File: config.mk
export PLATFORM = sky130hd
export DESIGN_NAME = smb_reg_slave
export DESIGN_NICKNAME = d
export VERILOG_FILES = /design/src/rtl/smb_pkg.sv /design/src/rtl/smb_line_sync.sv /design/src/rtl/smb_slave_ctrl.sv /design/src/rtl/smb_reg_slave.sv
export SDC_FILE = /design/constraint.sdc
export NUM_CORES = 1
export LEC_CHECK = 0
export BUFFER_PORTS_ARGS = -buffer_cell sky130_fd_sc_hd__buf_2
export CAP_MARGIN = 5
export CELL_PAD_IN_SITES_DETAIL_PLACEMENT = 1
export CELL_PAD_IN_SITES_GLOBAL_PLACEMENT = 1
export CORE_ASPECT_RATIO = 2
export CORE_UTILIZATION = 42
export CTS_CLUSTER_DIAMETER = 50
export CTS_CLUSTER_SIZE = 28
export DETAILED_ROUTE_END_ITERATION = 7
export PLACE_DENSITY = 0.81
export SYNTH_ARGS = -nofsm -noshare
export SYNTH_HDL_FRONTEND = slang
export SYNTH_SLANG_ARGS = --single-unit
export TNS_END_PERCENT = 30
File: constraint.sdc
create_clock -name clk -period 2.71 [get_ports clk]
set_clock_uncertainty 0.2 [all_clocks]
set_input_delay 0 -clock clk [delete_from_list [all_inputs] [get_ports clk]]
set_output_delay 0 -clock clk [all_outputs]
set_load 0.03 [all_outputs]
File: src/rtl/smb_pkg.sv
package smb_pkg;
    localparam int BYTE_W = 8;
    localparam int PTR_W  = BYTE_W - 1;
    localparam int BIT_W  = $clog2(BYTE_W);

    typedef enum logic [2:0] {
        ST_IDLE,
        ST_RX,
        ST_ACK,
        ST_TX,
        ST_MACK,
        ST_TXW,
        ST_IGNORE
    } st_e;

    typedef enum logic [1:0] {
        K_ADDR,
        K_REG,
        K_WDATA
    } kind_e;

    typedef struct packed {
        st_e               st;
        kind_e             kind;
        logic [BIT_W-1:0]  bcnt;
        logic [BYTE_W-1:0] sr;
        logic [BYTE_W-1:0] tx;
        logic [PTR_W-1:0]  ptr;
        logic              blk;
        logic              rd;
        logic              wrote;
        logic              fetch;
        logic [BYTE_W-1:0] cnt;
        logic [BYTE_W-1:0] sent;
        logic              oe;
        logic              we;
        logic [BYTE_W-1:0] wdata;
    } ctl_t;
endpackage

File: src/rtl/smb_line_sync.sv
module smb_line_sync #(
    parameter int STAGES = 2
) (
    input  logic clk,
    input  logic rst_n,
    input  logic scl_i,
    input  logic sda_i,
    output logic sda_s,
    output logic scl_rise,
    output logic scl_fall,
    output logic scl_high2,
    output logic start_det,
    output logic stop_det
);
    localparam int LEN = STAGES + 1;

    logic [LEN-1:0] scl_sh_d, scl_sh_q;
    logic [LEN-1:0] sda_sh_d, sda_sh_q;

    always_comb begin
        scl_sh_d = {scl_sh_q[LEN-2:0], scl_i};
        sda_sh_d = {sda_sh_q[LEN-2:0], sda_i};
    end

    always_ff @(posedge clk or negedge rst_n) begin
        if (!rst_n) begin
            scl_sh_q <= '1;
            sda_sh_q <= '1;
        end else begin
            scl_sh_q <= scl_sh_d;
            sda_sh_q <= sda_sh_d;
        end
    end

    logic scl_now, scl_prev, sda_now, sda_prev;
    always_comb begin
        scl_now   = scl_sh_q[LEN-2];
        scl_prev  = scl_sh_q[LEN-1];
        sda_now   = sda_sh_q[LEN-2];
        sda_prev  = sda_sh_q[LEN-1];
        sda_s     = sda_now;
        scl_rise  = scl_now & ~scl_prev;
        scl_fall  = ~scl_now & scl_prev;
        scl_high2 = scl_now & scl_prev;
        start_det = scl_high2 & sda_prev & ~sda_now;
        stop_det  = scl_high2 & ~sda_prev & sda_now;
    end
endmodule

File: src/rtl/smb_slave_ctrl.sv
module smb_slave_ctrl
    import smb_pkg::*;
#(
    parameter logic [PTR_W-1:0] SLAVE_ADDR = 7'h2C
) (
    input  logic              clk,
    input  logic              rst_n,
    input  logic              sda_s,
    input  logic              scl_rise,
    input  logic              scl_fall,
    input  logic              scl_high2,
    input  logic              start_det,
    input  logic              stop_det,
    output logic              sda_oe,
    output logic [PTR_W-1:0]  reg_addr,
    output logic [BYTE_W-1:0] reg_wdata,
    output logic              reg_we,
    input  logic [BYTE_W-1:0] reg_rdata
);
    localparam logic [PTR_W-1:0]  PTR_ONE  = 1;
    localparam logic [BIT_W-1:0]  BIT_LAST = BIT_W'(BYTE_W - 1);
    localparam logic [BIT_W-1:0]  BIT_ONE  = 1;
    localparam logic [BYTE_W-1:0] BYTE_ONE = 1;

    ctl_t q, d;
    logic [BYTE_W-1:0] rx_byte;
    logic [BYTE_W-1:0] lim;

    always_comb begin
        rx_byte = {q.sr[BYTE_W-2:0], sda_s};
        lim     = (q.cnt == '0) ? BYTE_ONE : q.cnt;

        d       = q;
        d.we    = 1'b0;
        d.fetch = 1'b0;
        if (q.fetch) d.cnt = reg_rdata;
        if (q.we && q.blk) d.ptr = q.ptr + PTR_ONE;

        if (stop_det) begin
            d.st = ST_IDLE;
            d.oe = 1'b0;
        end else if (start_det) begin
            d.st    = ST_RX;
            d.kind  = K_ADDR;
            d.bcnt  = '0;
            d.oe    = 1'b0;
            d.wrote = 1'b0;
        end else begin
            case (q.st)
                ST_RX: begin
                    if (scl_rise) begin
                        d.sr   = rx_byte;
                        d.bcnt = q.bcnt + BIT_ONE;
                        if (q.bcnt == BIT_LAST) begin
                            d.bcnt = '0;
                            d.st   = ST_ACK;
                            case (q.kind)
                                K_ADDR: begin
                                    if (rx_byte[BYTE_W-1:1] == SLAVE_ADDR) begin
                                        d.rd = rx_byte[0];
                                        if (rx_byte[0]) begin
                                            d.fetch = q.blk;
                                            d.sent  = '0;
                                        end else begin
                                            d.kind = K_REG;
                                        end
                                    end else begin
                                        d.st = ST_IGNORE;
                                    end
                                end
                                K_REG: begin
                                    d.ptr   = rx_byte[PTR_W-1:0];
                                    d.blk   = rx_byte[BYTE_W-1];
                                    d.kind  = K_WDATA;
                                    d.wrote = 1'b0;
                                end
                                default: begin
                                    if (q.blk || !q.wrote) begin
                                        d.we    = 1'b1;
                                        d.wdata = rx_byte;
                                        d.wrote = 1'b1;
                                    end else begin
                                        d.st = ST_IGNORE;
                                    end
                                end
                            endcase
                        end
                    end
                end
                ST_ACK: begin
                    if (scl_rise && q.oe && q.rd) d.tx = reg_rdata;
                    if (scl_fall) begin
                        if (!q.oe) begin
                            d.oe = 1'b1;
                        end else if (q.rd) begin
                            d.st   = ST_TX;
                            d.bcnt = '0;
                            d.oe   = ~q.tx[BYTE_W-1];
                        end else begin
                            d.st   = ST_RX;
                            d.bcnt = '0;
                            d.oe   = 1'b0;
                        end
                    end
                end
                ST_TX: begin
                    if (scl_fall) begin
                        if (q.bcnt == BIT_LAST) begin
                            d.oe   = 1'b0;
                            d.st   = ST_MACK;
                            d.sent = q.sent + BYTE_ONE;
                            if (q.blk) d.ptr = q.ptr + PTR_ONE;
                        end else begin
                            d.bcnt = q.bcnt + BIT_ONE;
                            d.tx   = {q.tx[BYTE_W-2:0], 1'b0};
                            d.oe   = ~q.tx[BYTE_W-2];
                        end
                    end
                end
                ST_MACK: begin
                    if (scl_rise) begin
                        if (!sda_s && q.blk && (q.sent < lim)) begin
                            d.tx = reg_rdata;
                            d.st = ST_TXW;
                        end else begin
                            d.st = ST_IGNORE;
                        end
                    end
                end
                ST_TXW: begin
                    if (scl_fall) begin
                        d.st   = ST_TX;
                        d.bcnt = '0;
                        d.oe   = ~q.tx[BYTE_W-1];
                    end
                end
                default: ;
            endcase
        end
    end

    always_ff @(posedge clk or negedge rst_n) begin
        if (!rst_n) begin
            q <= '{st: ST_IDLE, kind: K_ADDR, default: '0};
        end else begin
            q <= d;
        end
    end

    always_comb begin
        sda_oe    = q.oe;
        reg_we    = q.we;
        reg_wdata = q.wdata;
        reg_addr  = q.fetch ? '0 : q.ptr;
    end

    a_r10_oe_still_while_scl_high: assert property (@(posedge clk) disable iff (!rst_n)
        (scl_high2 && !start_det && !stop_det) |-> (d.oe == q.oe));

    a_r11_we_one_cycle: assert property (@(posedge clk) disable iff (!rst_n)
        q.we |=> !q.we);

    a_r5_ptr_step_after_block_write: assert property (@(posedge clk) disable iff (!rst_n)
        (q.we && q.blk) |=> (q.ptr == $past(q.ptr) + PTR_ONE));

    a_r7_count_from_reg0: assert property (@(posedge clk) disable iff (!rst_n)
        q.fetch |=> (q.cnt == $past(reg_rdata)));

    a_r9_stop_to_idle: assert property (@(posedge clk) disable iff (!rst_n)
        stop_det |=> (q.st == ST_IDLE && !q.oe));

    a_r2_silent_when_ignoring: assert property (@(posedge clk) disable iff (!rst_n)
        (q.st == ST_IGNORE) |-> !sda_oe);
endmodule

File: src/rtl/smb_reg_slave.sv
module smb_reg_slave
    import smb_pkg::*;
#(
    parameter logic [PTR_W-1:0] SLAVE_ADDR  = 7'h2C,
    parameter int               SYNC_STAGES = 2
) (
    input  logic              clk,
    input  logic              rst_n,
    input  logic              scl_i,
    input  logic              sda_i,
    output logic              sda_oe,
    output logic [PTR_W-1:0]  reg_addr,
    output logic [BYTE_W-1:0] reg_wdata,
    output logic              reg_we,
    input  logic [BYTE_W-1:0] reg_rdata
);
    logic sda_s, scl_rise, scl_fall, scl_high2, start_det, stop_det;

    smb_line_sync #(.STAGES(SYNC_STAGES)) u_sync (
        .clk       (clk),
        .rst_n     (rst_n),
        .scl_i     (scl_i),
        .sda_i     (sda_i),
        .sda_s     (sda_s),
        .scl_rise  (scl_rise),
        .scl_fall  (scl_fall),
        .scl_high2 (scl_high2),
        .start_det (start_det),
        .stop_det  (stop_det)
    );

    smb_slave_ctrl #(.SLAVE_ADDR(SLAVE_ADDR)) u_ctrl (
        .clk       (clk),
        .rst_n     (rst_n),
        .sda_s     (sda_s),
        .scl_rise  (scl_rise),
        .scl_fall  (scl_fall),
        .scl_high2 (scl_high2),
        .start_det (start_det),
        .stop_det  (stop_det),
        .sda_oe    (sda_oe),
        .reg_addr  (reg_addr),
        .reg_wdata (reg_wdata),
        .reg_we    (reg_we),
        .reg_rdata (reg_rdata)
    );
endmodule

==> impl_metrics.xml <==
<?xml version="1.0" encoding="UTF-8"?>
<metrics>
  <group name="place">
    <metric name="dp_hpwl" unit="um">7980</metric>
    <metric name="preCtsSetupSlack" unit="ns">-0.158</metric>
    <metric name="port_bufs" unit="">28</metric>
    <metric name="detailed_place.area" unit="mm^2">0.00390</metric>
    <metric name="finalWeightedCongestion" unit="">0.850</metric>
  </group>
  <group name="logic_synthesis">
    <metric name="netlist_instances" unit="">389</metric>
    <metric name="synth.top_cells.by_area" unit="">dfrtp_1 (42%), nand2_1 (7.4%), o21ai_0 (5.7%)</metric>
    <metric name="synthDominantAreaCellType" unit="">dfrtp_1</metric>
    <metric name="yosysSeqAreaShare" unit="%">46.0</metric>
    <metric name="syn-mean-instance-area" unit="um^2">9.28</metric>
    <metric name="mappedNetlistArea" unit="mm^2">0.00361</metric>
    <metric name="synth_fp_nets" unit="">412</metric>
    <metric name="ys.warnings.count" unit="">0</metric>
    <metric name="post-synth-top-area-fraction" unit="%">41.6</metric>
    <metric name="async_reset_ff_share" unit="%">100</metric>
    <metric name="synth-edff-count" unit="">0</metric>
    <metric name="ys_ff_latch" unit="">66</metric>
    <metric name="dominantRegCellSynth" unit="">dfrtp_1</metric>
    <metric name="ys_types" unit="">59</metric>
  </group>
  <group name="global_routing">
    <metric name="gr-usage-all-layers" unit="%">26.0</metric>
    <metric name="globalRoute.totalOverflow" unit="">0</metric>
    <metric name="grt_max_degree" unit="">38</metric>
    <metric name="first_global_vias" unit="">3462</metric>
    <metric name="grt_use_met1" unit="%">24.8</metric>
    <metric name="grt_busiest_layer" unit="">met2</metric>
    <metric name="grtUsageMet3" unit="%">3.79</metric>
    <metric name="grt_antenna_before_repair" unit="">0</metric>
    <metric name="met2_usage_grt" unit="%">48.8</metric>
    <metric name="global_route_wire_length_before_repair" unit="um">16900</metric>
  </group>
  <group name="floorplanning">
    <metric name="die_w" unit="um">67.5</metric>
    <metric name="design.die.area" unit="mm^2">0.00899</metric>
    <metric name="core_region_area" unit="mm^2">0.00829</metric>
    <metric name="initial_core_util" unit="%">43.5</metric>
    <metric name="ports" unit="">29</metric>
    <metric name="fp.dieH" unit="um">133</metric>
    <metric name="rows" unit="">47</metric>
  </group>
  <group name="pwr">
    <metric name="p_clk_share" unit="%">37.7</metric>
    <metric name="fin_total_pwr" unit="mW">3.11</metric>
    <metric name="pwr-share-seq" unit="%">39.7</metric>
    <metric name="netSwitchingFraction" unit="%">29.5</metric>
    <metric name="total_switching_power" unit="mW">0.919</metric>
    <metric name="internal-power" unit="mW">2.19</metric>
    <metric name="max-vdd-ir-drop" unit="V">0.000390</metric>
    <metric name="p_leak" unit="nW">2.09</metric>
    <metric name="power-per-cell-area" unit="mW/mm^2">718</metric>
    <metric name="pwr-share-comb" unit="%">22.6</metric>
  </group>
  <group name="sta">
    <metric name="max_freq" unit="MHz">385</metric>
    <metric name="totalNegativeSetupSlack" unit="ns">0</metric>
    <metric name="whs" unit="ns">0.105</metric>
    <metric name="maxSlewViolCount" unit="">0</metric>
    <metric name="timing_hold_violations_final" unit="">0</metric>
    <metric name="rsz0062_at_grt" unit="">no</metric>
    <metric name="final_worst_path_period_share" unit="%">95.8</metric>
    <metric name="worst-slew-pin-transition" unit="ns">0.844</metric>
    <metric name="final.setup.worst_slack" unit="ns">0.113</metric>
    <metric name="final-setup-viol-count" unit="">0</metric>
    <metric name="post-route-min-period" unit="ns">2.60</metric>
    <metric name="timing.max_slew.rel_slack" unit="%">43.7</metric>
  </group>
  <group name="clocking">
    <metric name="cts_setup_buffers" unit="">0</metric>
    <metric name="numClockSinks" unit="">66</metric>
    <metric name="root_buffer" unit="">clkbuf_16</metric>
    <metric name="cts_htree_levels" unit="">3</metric>
    <metric name="clock_latency" unit="ns">0.34</metric>
    <metric name="worst_setup_hold_path_clk_slew" unit="ns">0.05</metric>
    <metric name="cts_buffers" unit="">9</metric>
    <metric name="clk_path_buf_depth" unit="">2</metric>
    <metric name="cts_tree" unit="">yes</metric>
  </group>
  <group name="outcome">
    <metric name="run_status" unit="">complete, no violations</metric>
  </group>
  <group name="final_layout">
    <metric name="fill_cells" unit="">960</metric>
    <metric name="finish.instance_area" unit="mm^2">0.00434</metric>
    <metric name="insertedDiodeCount" unit="">0</metric>
    <metric name="layout-drive-gt1-share" unit="%">23.0</metric>
    <metric name="mostFrequentLayoutCell" unit="">nand2_1</metric>
    <metric name="area_growth" unit="%">20.2</metric>
    <metric name="highest_count_cells_in_the_layout_ignoring_fill_and_taps" unit="">nand2_1 (71), dfrtp_1 (60), o21ai_0 (39), buf_2 (28), buf_4 (23)</metric>
    <metric name="nNetsFinal" unit="">461</metric>
  </group>
  <group name="route">
    <metric name="antenna_left" unit="">0</metric>
    <metric name="postRouteWirelength" unit="um">10600</metric>
    <metric name="detail_route.iter0.violations" unit="">126</metric>
    <metric name="via_count" unit="">3204</metric>
    <metric name="first_drt_pass_iteration_count" unit="">5</metric>
    <metric name="detailed_route_drc_error_count" unit="">0</metric>
    <metric name="routed_wire_length_per_instance" unit="um">19.5</metric>
    <metric name="drt-vias-per-instance" unit="">5.92</metric>
  </group>
  <group name="worst_setup_path">
    <metric name="crit_path_max_fanout" unit="">8</metric>
    <metric name="worstPathRequired" unit="ns">2.73</metric>
    <metric name="arrival" unit="ns">2.62</metric>
    <metric name="critPathLaunchType" unit="">flip-flop</metric>
    <metric name="category_of_the_most_critical_setup_path" unit="">flip-flop to flip-flop</metric>
    <metric name="critical_path.endpoint_type" unit="">flip-flop</metric>
  </group>
  <group name="job">
    <metric name="cap_violations" unit="">0</metric>
  </group>
  <group name="worst_hold_path">
    <metric name="hp-class" unit="">input port to asynchronous set/reset pin</metric>
  </group>
</metrics>
[critical path: stages, from the launching register on]
cell      delay [ns]
dfrtp_1         0.42
inv_2           0.07
ha_4            0.24
a211oi_2        0.17
nor2_1          0.09
nor4b_2         0.38
o21ai_2         0.14
a211oi_4        0.26
buf_6           0.17
mux2_2          0.34
[registers in the layout, indices dropped and copies added, names as in the netlist]
signal and flops:
u_ctrl.reg_wdata 8, u_sync.scl_sh_q 3, u_ctrl.sda_oe 1, u_sync.sda_sh_q 3
u_ctrl.q 50, u_ctrl.reg_we 1
[routing by layer]
metal | routed length (um) | up-vias
li1 | - | 1476
met1 | 3660 | 1634
met2 | 6360 | 65
met3 | 219 | 29
met4 | 335 | 0
met5 | 0 | -
[cell families (layout without fill, tap and decap cells)]
group | Yosys count | in the layout | share of synthesized area (%)
buf+inv | 41 | 95 | 5.93
compound gates | 98 | 98 | 17.5
mux | 18 | 18 | 5.58
fa+ha+maj | 11 | 11 | 3.81
simple gates | 154 | 154 | 20.9
flops | 66 | 66 | 46.0
xor+xnor | 1 | 1 | 0.243
[power groups by stage]
stage,combinational (mW),clock (mW),sequential (mW)
after floorplan,0.490,0,1.21
after detailed placement,0.686,0,1.25
final,0.704,1.17,1.24
after global routing,0.770,1.21,1.26
after CTS,0.702,1.19,1.23
after global placement,0.651,0,1.24
[through the flow]
step / util, % / cells
final: 52.3 / 541
after global placement: 47.0 / 514
after global routing: 52.3 / 541
after floorplan: - / 389
after CTS: 52.0 / 541
after detailed placement: 47.0 / 514
[synth_stat cells, types with 6 or more instances]
cell,count
ha_1,11
mux2_2,17
and3_1,6
clkbuf_1,8
nor2_1,19
nand3_1,11
buf_4,8
dfrtp_1,60
nand2_1,71
o21ai_0,41
o31ai_1,6
nor2b_1,9
a31oi_1,6
nor3_1,7
a21oi_1,15
dfstp_2,6
inv_1,15
[what timing repair did]
action                     in CTS  in global routing
resized for setup               2                  6
pin swaps                       0                  2
hold buffers                   11                  0
hold endpoints to repair       47                  0
setup endpoints to repair       7                  7
[layout make-up]
class / instances / area [um^2] / share of cell area (%)
multi-input cells: 282 / 1760 / 40.6
flip-flops and latches: 66 / 1660 / 38.2
repair buffers: 63 / 434 / 10.0
clock buffers: 14 / 264 / 6.09
well taps: 98 / 123 / 2.83
inverters: 16 / 60.1 / 1.38
clock inverters: 2 / 35.0 / 0.808
[worst paths after layout]
| kind | from | end | slack, ns | depth (start not counted) |
|---|---|---|---|---|
| max | u_ctrl.q[23] | u_ctrl.q[38] | 0.11 | 9 |
| min | rst_n | u_ctrl.q[21] | 0.11 | 2 |
| max reg2reg | u_ctrl.q[23] | u_ctrl.q[38] | 0.11 | 9 |
| min reg2reg | u_sync.sda_sh_q[0] | u_sync.sda_sh_q[1] | 0.15 | 0 |
| max in group asynchronous | rst_n | u_ctrl.q[53] | 1.46 | 3 |
| min in group clk | sda_i | u_sync.sda_sh_q[0] | 0.11 | 2 |
No activity file was read; power rests on OpenSTA's default activity.
